## src/rtl/wb_reg_slice_pkg.sv

```systemverilog
package wb_reg_slice_pkg;

  // Strobes issued by the control FSM to the datapath registers.
  typedef struct packed {
    logic load;     // latch the upstream request fields
    logic capture;  // latch the downstream read data
  } sliceStrb_t;

  typedef enum logic [1:0] {
    ST_IDLE,  // waiting for an upstream request
    ST_BUSY,  // downstream strobe asserted, waiting for acknowledge
    ST_RESP,  // upstream acknowledge being driven
    ST_HOLD   // waiting for the master to release its strobe
  } sliceState_t;

endpackage

```

## src/rtl/wb_reg_slice_ctrl.sv

```systemverilog
module wb_reg_slice_ctrl
  import wb_reg_slice_pkg::*;
(
  input  logic       clk,
  input  logic       rst,
  input  logic       usCyc,
  input  logic       usStb,
  input  logic       dsAck,
  output logic       dsCyc,
  output logic       dsStb,
  output logic       usAck,
  output sliceStrb_t strb
);

  sliceState_t state;

  logic request;
  logic ackSeen;

  assign request = usCyc && usStb;
  assign ackSeen = (state == ST_BUSY) && usCyc && dsAck;

  assign strb.load    = (state == ST_IDLE) && request;
  assign strb.capture = ackSeen;

  always_ff @(posedge clk) begin
    if (rst) begin
      state <= ST_IDLE;
      dsCyc <= 1'b0;
      dsStb <= 1'b0;
      usAck <= 1'b0;
    end else begin
      dsCyc <= usCyc;
      usAck <= 1'b0;
      unique case (state)
        ST_IDLE: begin
          if (request) begin
            state <= ST_BUSY;
            dsStb <= 1'b1;
          end
        end
        ST_BUSY: begin
          if (!usCyc) begin
            state <= ST_IDLE;
            dsStb <= 1'b0;
          end else if (dsAck) begin
            state <= ST_RESP;
            dsStb <= 1'b0;
            usAck <= 1'b1;
          end
        end
        ST_RESP: begin
          state <= usStb ? ST_HOLD : ST_IDLE;
        end
        ST_HOLD: begin
          if (!usStb) state <= ST_IDLE;
        end
        default: state <= ST_IDLE;
      endcase
    end
  end

endmodule

```

## src/rtl/wb_reg_slice_data.sv

```systemverilog
module wb_reg_slice_data
  import wb_reg_slice_pkg::*;
#(
  parameter int ADDR_W = 32,
  parameter int DATA_W = 32
) (
  input  logic                     clk,
  input  sliceStrb_t               strb,
  input  logic                     usWe,
  input  logic [ADDR_W-1:0]        usAdr,
  input  logic [(DATA_W/8)-1:0]    usSel,
  input  logic [DATA_W-1:0]        usDatW,
  input  logic [DATA_W-1:0]        dsDatR,
  output logic                     dsWe,
  output logic [ADDR_W-1:0]        dsAdr,
  output logic [(DATA_W/8)-1:0]    dsSel,
  output logic [DATA_W-1:0]        dsDatW,
  output logic [DATA_W-1:0]        usDatR
);

  localparam int LANES = DATA_W / 8;

  always_ff @(posedge clk) begin
    if (strb.load) begin
      dsWe  <= usWe;
      dsAdr <= usAdr;
      dsSel <= usSel;
    end
  end

  // One byte lane of write and read data per generate iteration.
  for (genvar lane = 0; lane < LANES; lane++) begin : g_lane
    always_ff @(posedge clk) begin
      if (strb.load)    dsDatW[lane*8 +: 8] <= usDatW[lane*8 +: 8];
      if (strb.capture) usDatR[lane*8 +: 8] <= dsDatR[lane*8 +: 8];
    end
  end

endmodule

```

## src/rtl/wb_reg_slice.sv

```systemverilog
module wb_reg_slice
  import wb_reg_slice_pkg::*;
#(
  parameter int ADDR_W = 32,
  parameter int DATA_W = 32
) (
  input  logic                  clk,
  input  logic                  rst,
  input  logic                  usCyc,
  input  logic                  usStb,
  input  logic                  usWe,
  input  logic [ADDR_W-1:0]     usAdr,
  input  logic [(DATA_W/8)-1:0] usSel,
  input  logic [DATA_W-1:0]     usDatW,
  output logic [DATA_W-1:0]     usDatR,
  output logic                  usAck,
  output logic                  dsCyc,
  output logic                  dsStb,
  output logic                  dsWe,
  output logic [ADDR_W-1:0]     dsAdr,
  output logic [(DATA_W/8)-1:0] dsSel,
  output logic [DATA_W-1:0]     dsDatW,
  input  logic [DATA_W-1:0]     dsDatR,
  input  logic                  dsAck
);

  sliceStrb_t strb;

  wb_reg_slice_ctrl u_ctrl (
    .clk   (clk),
    .rst   (rst),
    .usCyc (usCyc),
    .usStb (usStb),
    .dsAck (dsAck),
    .dsCyc (dsCyc),
    .dsStb (dsStb),
    .usAck (usAck),
    .strb  (strb)
  );

  wb_reg_slice_data #(
    .ADDR_W (ADDR_W),
    .DATA_W (DATA_W)
  ) u_data (
    .clk    (clk),
    .strb   (strb),
    .usWe   (usWe),
    .usAdr  (usAdr),
    .usSel  (usSel),
    .usDatW (usDatW),
    .dsDatR (dsDatR),
    .dsWe   (dsWe),
    .dsAdr  (dsAdr),
    .dsSel  (dsSel),
    .dsDatW (dsDatW),
    .usDatR (usDatR)
  );

endmodule

```

## config.mk

```make
export PLATFORM = sky130hd
export DESIGN_NAME = wb_reg_slice
export DESIGN_NICKNAME = d
export VERILOG_FILES = /design/src/rtl/wb_reg_slice_pkg.sv /design/src/rtl/wb_reg_slice_ctrl.sv /design/src/rtl/wb_reg_slice_data.sv /design/src/rtl/wb_reg_slice.sv
export SDC_FILE = /design/constraint.sdc
export NUM_CORES = 1
export LEC_CHECK = 0
export ABC_AREA = 1
export BUFFER_PORTS_ARGS = -buffer_cell sky130_fd_sc_hd__clkbuf_2
export CAP_MARGIN = 20
export CORE_MARGIN = 4
export CORE_UTILIZATION = 35
export DETAILED_ROUTE_END_ITERATION = 6
export GPL_TIMING_DRIVEN = 0
export PLACE_DENSITY = 0.68
export SLEW_MARGIN = 10
export SYNTH_ARGS = -nofsm -noshare
export SYNTH_HDL_FRONTEND = slang
export SYNTH_SLANG_ARGS = --single-unit
export TNS_END_PERCENT = 100
```

## constraint.sdc

```tcl
create_clock -name clk -period 6.8 [get_ports clk]
set_clock_uncertainty 0.15 [all_clocks]
set_input_delay 0.68 -clock clk [delete_from_list [all_inputs] [get_ports clk]]
set_output_delay 0.68 -clock clk [all_outputs]
set_load 0.01 [all_outputs]
```

; Word-level counts from Yosys, hierarchy flattened
; Cells that the tools add are included.
[totals]
regBits = 106
out_inout_bits = 104
[op_classes]
n_reduce_logical = 9
mux = 11
eq_ne = 6
n_bitwise = 2
[ops]
columns = op, count
row1 = 2-bit two-way mux, 5
row2 = 2-bit case mux with 4 select lines, 1
row3 = 3-bit AND reduction, 2
row4 = "2-bit == test, second input constant", 2
row5 = 1-bit logical AND, 4
row6 = 1-bit two-way mux, 4
row7 = "3-bit inequality test, second input constant", 1
row8 = 3-bit OR reduction, 1
row9 = "2-bit by 1-bit == test with 1-bit output, second input constant", 1
row10 = 2-bit logical NOT, 1
row11 = "2-bit by 1-bit inequality test with 1-bit output, second input constant", 1
row12 = "2-bit inequality test, second input constant", 1
row13 = 1-bit NOT, 2
row14 = 1-bit case mux with 2 select lines, 1
row15 = 2-bit nonzero test, 1

; Logic depth before layout (Yosys ltp)
; Gate-level depths: netlist of run 1.
[logic_depth]
ltp_word = 3
ltp_mapped = 7
mapped_depth_nobuf = 7

; Modules after synthesis
; From an unflattened synthesis of run 1, not the netlist that was laid out.
[unflattened]
cells_unflattened = 138
area_unflattened_um2 = 3280.6
[by_module_without_submodules]
columns = mod, area_per_inst_um2, seq_area_each_um2, cells_each, n_inst
row1 = wb_reg_slice_data, 3032.9, 3032.9, 101, 1
row2 = wb_reg_slice_ctrl, 247.7, 100.1, 37, 1

; Worst setup path before layout of run 1
; Ideal clock, no wire load.
[synth_path]
path_kind = input port to flip-flop
from = input usStb
to = register u_data.dsAdr[0], enable pin
required_time_ns = 6.227
setup_slack_ns = 4.103
setup_time_ns = 0.423
t_arrival_ns = 2.124
path_buffers = 0
cell_stages = 2
cell_sequence = nand3_1 > inv_1
[synth_rtl]
columns = element, line
row1 = "start, declared", wb_reg_slice.sv:10  ; input logic usStb,
row2 = "end signal, assigned", wb_reg_slice_data.sv:26  ; dsAdr <= usAdr;
row3 = "end, declared", wb_reg_slice_data.sv:15  ; output logic [ADDR_W-1:0] dsAdr,

==> summary.md, run 1 <==
| Metric | Value |
|---|---|
| TNS Setup | 0 ns |
| Net Count, Synth | 249 |
| Internal Power | 1.01 mW |
| N_diodes | 0 |
| Crit path capture type | register |
| Pwr per Cell Area | 284 mW/mm² |
| Commonest non-fill, non-tap cell in the layout | clkbuf_2 |
| Layout cells sized above 1 | 62.5% |
| Number of I/O pins | 210 |
| Hold-fix buffers at CTS | 0 |
| Number of max-cap violations | 0 |
| Final Power | 1.34 mW |
| P_sw | 0.328 mW |
| Final Hold Fails | 0 |
| Slew Viols, Final | 0 |
| Register area share after synthesis | 95.2% |
| Clock root cell | clkbuf_8 |
| Initial core utilization | 35.8% |
| FILL cells | 774 |
| Via density | 4.46 |
| Leading cell types in the layout, fill and taps excluded | 209 x clkbuf_2, 101 x edfxtp_1, 10 x nand2_1, 9 x clkbuf_8 |
| I/O Buffers | 209 |
| Worst-Margin Slew | 0.859 ns |
| Fmax | 0.504 GHz |
| Tcrit/Tclk final | 29.2% |
| Rows | 35 |
| # Post-CTS Setup Buffers | 0 |
| Vias in the first global route | 2303 |
| CTS Sinks | 106 |
| Slowest Stage Delay on Critical Path | 0.61 ns |
| DIE HEIGHT | 105 µm |
| Initial antenna violation count | 0 |
| Arr. time, crit path | 1.83 ns |
| Gpl congestion | 0.810 |
| Crit path cell chain | nor2_1 > nand3_1 > inv_4 |
| Mapped Area | 0.00329 mm² |
| First-pass GRT wire length | 11.1 mm |
| Sequential share of power | 59.0% |
| Mapped Cells | 143 |
| Critical path type | register to register |
| Nets | 469 |
| Crit path launch type | register |
| Status | finished, final reports clean |
| Worst slew margin | 42.8% |
| Total GRT Usage | 13.4% |
| Crit-path slowest cell | inv_4 |
| Sw frac | 24.5% |
| Skew-Pair Late Insertion Delay | 0.36 ns |
| Min Tclk post-route | 1.99 ns |
| Syn avg cell area | 23.0 µm² |
| Initial drt markers | 52 |
| Average wire per standard cell | 15.6 µm |
| Peak supply drop | 0.131 mV |
| Drt total wl | 7.49 mm |
| Syn. warnings | 0 |
| HP Class | register to register |
| Fin util | 51.1% |
| Clock Pin Slew Worst Setup and Hold Paths | 0.11 ns |
| Core box area | 0.00920 mm² |
| Clk buf depth | 2 |
| Die Width | 105 µm |
| GR Overflow Total | 0 |
| Post-DRT Antenna Nets | 0 |
| Area growth, synth to finish | 43.0% |
| DPL Wire Length | 5.78 mm |
| Largest net degree at the start of global routing | 70 |
| Endpoints failing setup | 0 |
| Combinational power share | 10.5% |
| CTS buffer count | 9 |
| Number of synthesized register bits | 106 |
| Vias | 2136 |
| CP Max Fanout | 69 |
| # DRC | 0 |
| DRT Pass-1 Iters | 4 |
| RSZ-0062 raised after global routing | false |
| Clock share of power | 30.5% |
| Die ar. | 0.0110 mm² |
| Cell variety after synth | 11 |
| Worst endpoint required time | 6.64 ns |
| CTS tree | done |
| H-tree depth | 3 |
| Leakage | 2.05 nW |
| Post_cts resized | 0 |
## final timing paths
kind / from / endpoint / slack, ns / cells past startpoint
max: u_ctrl.state[1] / u_data.dsAdr[6] / 4.81 / 3
min: u_ctrl.dsStb / u_ctrl.dsStb / 0.33 / 2
max reg2reg: u_ctrl.state[1] / u_data.dsAdr[6] / 4.81 / 3
min reg2reg: u_ctrl.dsStb / u_ctrl.dsStb / 0.33 / 2
## cells by family after synthesis
group           Yosys count  share of synthesized area (%)
simple gates             25                           3.23
flops                   106                           95.2
compound gates            4                          0.609
buf+inv                   8                          0.913
## sequential cells by signal (all words and copies together), names as in the netlist
| signal | cells |
|---|---|
| u_data.dsDatW | 32 |
| u_ctrl.dsCyc | 1 |
| u_data.dsWe | 1 |
| u_data.dsAdr | 32 |
| u_data.usDatR | 32 |
| u_data.dsSel | 4 |
| u_ctrl.state | 2 |
| u_ctrl.dsStb | 1 |
| u_ctrl.usAck | 1 |
## power by group through the flow
stage	sequential, mW	combinational (mW)	clock, mW
global route	0.793	0.155	0.454
finish	0.788	0.141	0.408
global placement	0.805	0.138	0
CTS	0.789	0.143	0.426
detailed placement	0.804	0.142	0
floorplan	0.826	0.0379	0
## layout make-up
| class | count | area (µm²) | area share [%] |
|---|---|---|---|
| Clock buffer | 9 | 124 | 2.63 |
| Clock inverter | 7 | 95.1 | 2.02 |
| Inverter | 8 | 32.5 | 0.692 |
| Multi-Input combinational cell | 29 | 134 | 2.85 |
| Sequential cell | 106 | 3130 | 66.6 |
| Tap cell | 111 | 139 | 2.95 |
| Timing Repair Buffer | 209 | 1050 | 22.2 |
## Yosys cell counts
| cell type | count | area [µm²] |
|---|---|---|
| inv_1 | 8 | 30.0 |
| o21ai_0 | 2 | 10.0 |
| nand2_1 | 10 | 37.5 |
| nor2_1 | 8 | 30.0 |
| nand2_2 | 2 | 12.5 |
| nor3_1 | 1 | 5.00 |
| nand3_1 | 3 | 15.0 |
| dfxtp_1 | 5 | 100 |
| a21oi_1 | 2 | 10.0 |
| edfxtp_1 | 101 | 3030 |
| nor2_2 | 1 | 6.26 |
## worst max-delay path: cells and delay by family, from the launching register on
family	cells	cell delay, ns
buf+inv	1	0.61
flops	1	0.39
simple gates	2	0.38
## per-stage QoR
| step | instance area [µm²] | setup slack (ns) | instances | hold WS [ns] |
|---|---|---|---|---|
| floorplan | 3290 | 4.10 | 143 | 0.327 |
| global placement | 4470 | 3.42 | 463 | 0.301 |
| CTS | 4700 | 4.82 | 479 | 0.309 |
| global route | 4700 | 4.65 | 479 | 0.294 |
| finish | 4700 | 4.81 | 479 | 0.328 |
| detailed placement | 4480 | 4.61 | 463 | 0.316 |
## per-layer routing
layer | vias up | wire (µm) | global-route usage, %
li1 | 979 | - | -
met1 | 1003 | 2540 | 13.1
met2 | 144 | 3790 | 23.1
met3 | 10 | 1050 | 7.54
met4 | 0 | 114 | 5.62
met5 | - | 0 | 0
(Power assumes the default switching activity.)
==> inputs of run 2 (changes only) <==
--- a/config.mk
+++ b/config.mk
@@ -12,7 +12,7 @@
 export CORE_UTILIZATION = 35
 export DETAILED_ROUTE_END_ITERATION = 6
 export GPL_TIMING_DRIVEN = 0
-export PLACE_DENSITY = 0.68
+export PLACE_DENSITY = 0.71
 export SLEW_MARGIN = 10
 export SYNTH_ARGS = -nofsm -noshare
 export SYNTH_HDL_FRONTEND = slang
==> constraint.sdc (replaced) <==
create_clock -name clk -period 1.8 [get_ports clk]
set_clock_uncertainty 0.15 [all_clocks]
set_input_delay 0.18 -clock clk [delete_from_list [all_inputs] [get_ports clk]]
set_output_delay 0.18 -clock clk [all_outputs]
set_load 0.01 [all_outputs]
==> run 2 against run 1 <==
The run now fails in 4_1_cts. Synthesized cell count stayed put. Area after synthesis unchanged.
==> summary.md, run 2 <==
| Metric | Value |
|---|---|
| DIE HEIGHT | 105 µm |
| Initial core utilization | 35.8% |
| Register area share after synthesis | 95.2% |
| Hold-fix buffers at CTS | 101 |
| Number of I/O pins | 210 |
| H-tree depth | 3 |
| Inst Count DP | 464 |
| Pre-CTS setup slack | -0.206 ns |
| Post-synth ARST share | 0% |
| Synth Flop Type | edfxtp_1 |
| I/O Buffers | 209 |
| Synth top area share | 92.2% |
| Synth cell count leaders | 101 x edfxtp_1, 10 x nand2_1, 8 x inv_1, 8 x nor2_1, 5 x dfxtp_1 |
| CTS Sinks | 106 |
| Gpl congestion | 0.801 |
| Syn avg cell area | 23.0 µm² |
| EDFF count, synth | 101 |
| # Post-CTS Setup Buffers | 0 |
| Syn. warnings | 0 |
| Cell variety after synth | 11 |
| First error | [ERROR RSZ-0060] Max buffer count reached. |
| CTS buffer count | 9 |
| Die Width | 105 µm |
| Clk buf depth | 2 |
| Net Count, Synth | 249 |
| Mapped Area | 0.00329 mm² |
| Number of synthesized register bits | 106 |
| Mapped Cells | 143 |
| Most numerous cell in the Yosys netlist | edfxtp_1 |
| Status | aborted with a tool error |
| Clock root cell | clkbuf_8 |
| Top post-synthesis cells by area | edfxtp_1 92%, dfxtp_1 3.0%, nand2_1 1.1% |
| DPL Wire Length | 5.75 mm |
| Post_cts resized | 2 |
| Rows | 35 |
| Yosys top cell by area | edfxtp_1 |
| Halt Stage | 4_1_cts |
## run 2: cell counts after synthesis
Identical to the previous run, type by type.
## run 2: metrics by stage
| stage | utilization (%) | area (µm²) |
|---|---|---|
| after floorplan | - | 3320 |
| after global placement | 49.0 | 4500 |
| after detailed placement | 49.2 | 4520 |
## run 2: cell families after synthesis
logic type | synth area share, %
AOI/OAI and AO/OA | 0.609
and+or+nand+nor | 3.23
DFF | 95.2
buffers and inverters | 0.913
==> inputs of run 3 (changes only) <==
--- a/config.mk
+++ b/config.mk
@@ -9,10 +9,10 @@
 export BUFFER_PORTS_ARGS = -buffer_cell sky130_fd_sc_hd__clkbuf_2
 export CAP_MARGIN = 20
 export CORE_MARGIN = 4
-export CORE_UTILIZATION = 35
+export CORE_UTILIZATION = 20
 export DETAILED_ROUTE_END_ITERATION = 6
 export GPL_TIMING_DRIVEN = 0
-export PLACE_DENSITY = 0.71
+export PLACE_DENSITY_LB_ADDON = 0.15
 export SLEW_MARGIN = 10
 export SYNTH_ARGS = -nofsm -noshare
 export SYNTH_HDL_FRONTEND = slang
==> constraint.sdc (replaced) <==
create_clock -name clk -period 2.35 [get_ports clk]
set_clock_uncertainty 0.15 [all_clocks]
set_input_delay 0.235 -clock clk [delete_from_list [all_inputs] [get_ports clk]]
set_output_delay 0.235 -clock clk [all_outputs]
set_load 0.01 [all_outputs]
==> run 3 against run 2 <==
The flow now finishes without violations.
==> summary.md, run 3 (synthesis gave the netlist of run 1 again) <==
| Metric | Value |
|---|---|
| Status | finished, final reports clean |
| Number of max-cap violations | 0 |
| RSZ-0062 raised after global routing | false |
| HP Class | input port to register |
| Pre-CTS setup slack | 0.117 ns |
| DIE HEIGHT | 136 µm |
| CTS buffer count | 9 |
| Clock share of power | 35.2% |
| Gpl congestion | 0.720 |
| Fin util | 37.5% |
| Sequential share of power | 51.8% |
| CTS Sinks | 106 |
| Worst endpoint required time | 2.06 ns |
| Worst slew margin | 48.3% |
| Leakage | 2.53 nW |
| Total GRT Usage | 10.0% |
| Min Tclk post-route | 2.10 ns |
| Fmax | 0.477 GHz |
| # DRC | 0 |
| Sw frac | 23.7% |
| Nets | 575 |
| Vias in the first global route | 2879 |
| Crit path launch type | register |
| Clock Pin Slew Worst Setup and Hold Paths | 0.07 ns |
| Initial antenna violation count | 0 |
| Clock root cell | clkbuf_16 |
| H-tree depth | 3 |
| RR Startpoint | u_ctrl.state[1] |
| CP Launch Point | u_ctrl.state[1] |
| Crit path cell chain | nor2_1 > nand3_1 > clkinvlp_2 |
| P_sw | 1.04 mW |
| Number of I/O pins | 210 |
| CP Max Fanout | 16 |
| Biggest regs | u_data.dsAdr (32), u_data.dsDatW (32), u_data.usDatR (32) |
| DRT Pass-1 Iters | 4 |
| Slew Viols, Final | 0 |
| # Post-CTS Setup Buffers | 0 |
| Worst-Margin Slew | 0.771 ns |
| Die Width | 136 µm |
| Endpoints failing setup | 0 |
| Final Hold Fails | 0 |
| CTS tree | done |
| Average wire per standard cell | 13.6 µm |
| First-pass GRT wire length | 14.2 mm |
| Internal Power | 3.35 mW |
| GR Overflow Total | 0 |
| Layout cells sized above 1 | 49.2% |
| Final WS setup | 0.254 ns |
| Vias | 2456 |
| Via density | 3.56 |
| Commonest non-fill, non-tap cell in the layout | clkbuf_2 |
| CP delay by family, top | buffers and inverters |
| Rows | 46 |
| Die ar. | 0.0186 mm² |
| Post-DRT Antenna Nets | 0 |
| Combinational power share | 13.0% |
| Initial core utilization | 20.6% |
| Critical path type | register to register |
| Arr. time, crit path | 1.81 ns |
| Pwr per Cell Area | 732 mW/mm² |
| I/O Buffers | 209 |
| Crit-path slowest cell | clkinvlp_2 |
| N_diodes | 0 |
| Tcrit/Tclk final | 89.2% |
| Core box area | 0.0160 mm² |
| Initial drt markers | 82 |
| Leading cell types in the layout, fill and taps excluded | 209 x clkbuf_2, 103 x dlygate4sd3_1, 101 x edfxtp_1, 10 x nand2_1, 9 x clkbuf_16 |
| Peak supply drop | 0.392 mV |
| Crit path buf inv count | 1 |
| Skew-Pair Late Insertion Delay | 0.35 ns |
| Slowest Stage Delay on Critical Path | 0.70 ns |
| Largest net degree at the start of global routing | 38 |
| Crit path capture type | register |
| Worst Min Path Start | dsAck |
| Drt total wl | 9.36 mm |
| Area growth, synth to finish | 82.5% |
| Clk buf depth | 2 |
| FILL cells | 1561 |
## run 3: path summary, 6_finish.rpt
kind,cells after the start,endpoint,slack (ns)
max,3,u_data.dsAdr[1],0.25
min,3,u_ctrl.usAck,0.05
max reg2reg,3,u_data.dsAdr[1],0.25
min reg2reg,2,u_ctrl.dsStb,0.32
## run 3: layer usage
layer / global-route usage (%) / part of all wire (%)
met2: 16.9 / 48
met4: 3.58 / 1.6
met3: 5.77 / 13
met1: 10.4 / 37
met5: 0 / 0
## run 3: metrics by stage
step	cell area (µm²)	hold WS [ns]	total power, mW	instances	setup TNS [ns]
final	6000	0.0458	4.39	690	0
after global routing	6000	0.0458	4.62	690	0
after CTS	6000	0.0293	4.47	689	0
after detailed placement	4660	0.264	2.76	570	0
after global placement	4610	0.262	2.74	568	-32.38
after floorplan	3300	0.154	2.50	143	0
## run 3: power by group through the flow
stage | clock, mW | sequential [mW] | combinational (mW)
floorplan | 0 | 2.39 | 0.112
global placement | 0 | 2.33 | 0.416
detailed placement | 0 | 2.32 | 0.442
CTS | 1.61 | 2.28 | 0.582
global route | 1.70 | 2.29 | 0.630
finish | 1.55 | 2.28 | 0.573
## run 3: repair_timing
action | CTS | global route
setup endpoints to repair | 0 | 37
resized for setup | 0 | 0
hold endpoints to repair | 104 | 0
hold buffers | 103 | 0
## run 3: worst min-delay path: cells and delay by family
kind / cells / cell delay [ns]
simple gates: 1 / 0.08
buf+inv: 2 / 0.19
## run 3: layout make-up
| type | instances | area, µm² | area share, % |
|---|---|---|---|
| well taps | 216 | 270 | 4.50 |
| flip-flops and latches | 106 | 3130 | 52.2 |
| inverters | 8 | 33.8 | 0.563 |
| repair buffers | 314 | 2120 | 35.4 |
| multi-input cells | 29 | 134 | 2.23 |
| clock buffers | 9 | 225 | 3.75 |
| clock inverters | 7 | 77.6 | 1.29 |
| repair inverters | 1 | 5.00 | 0.0834 |
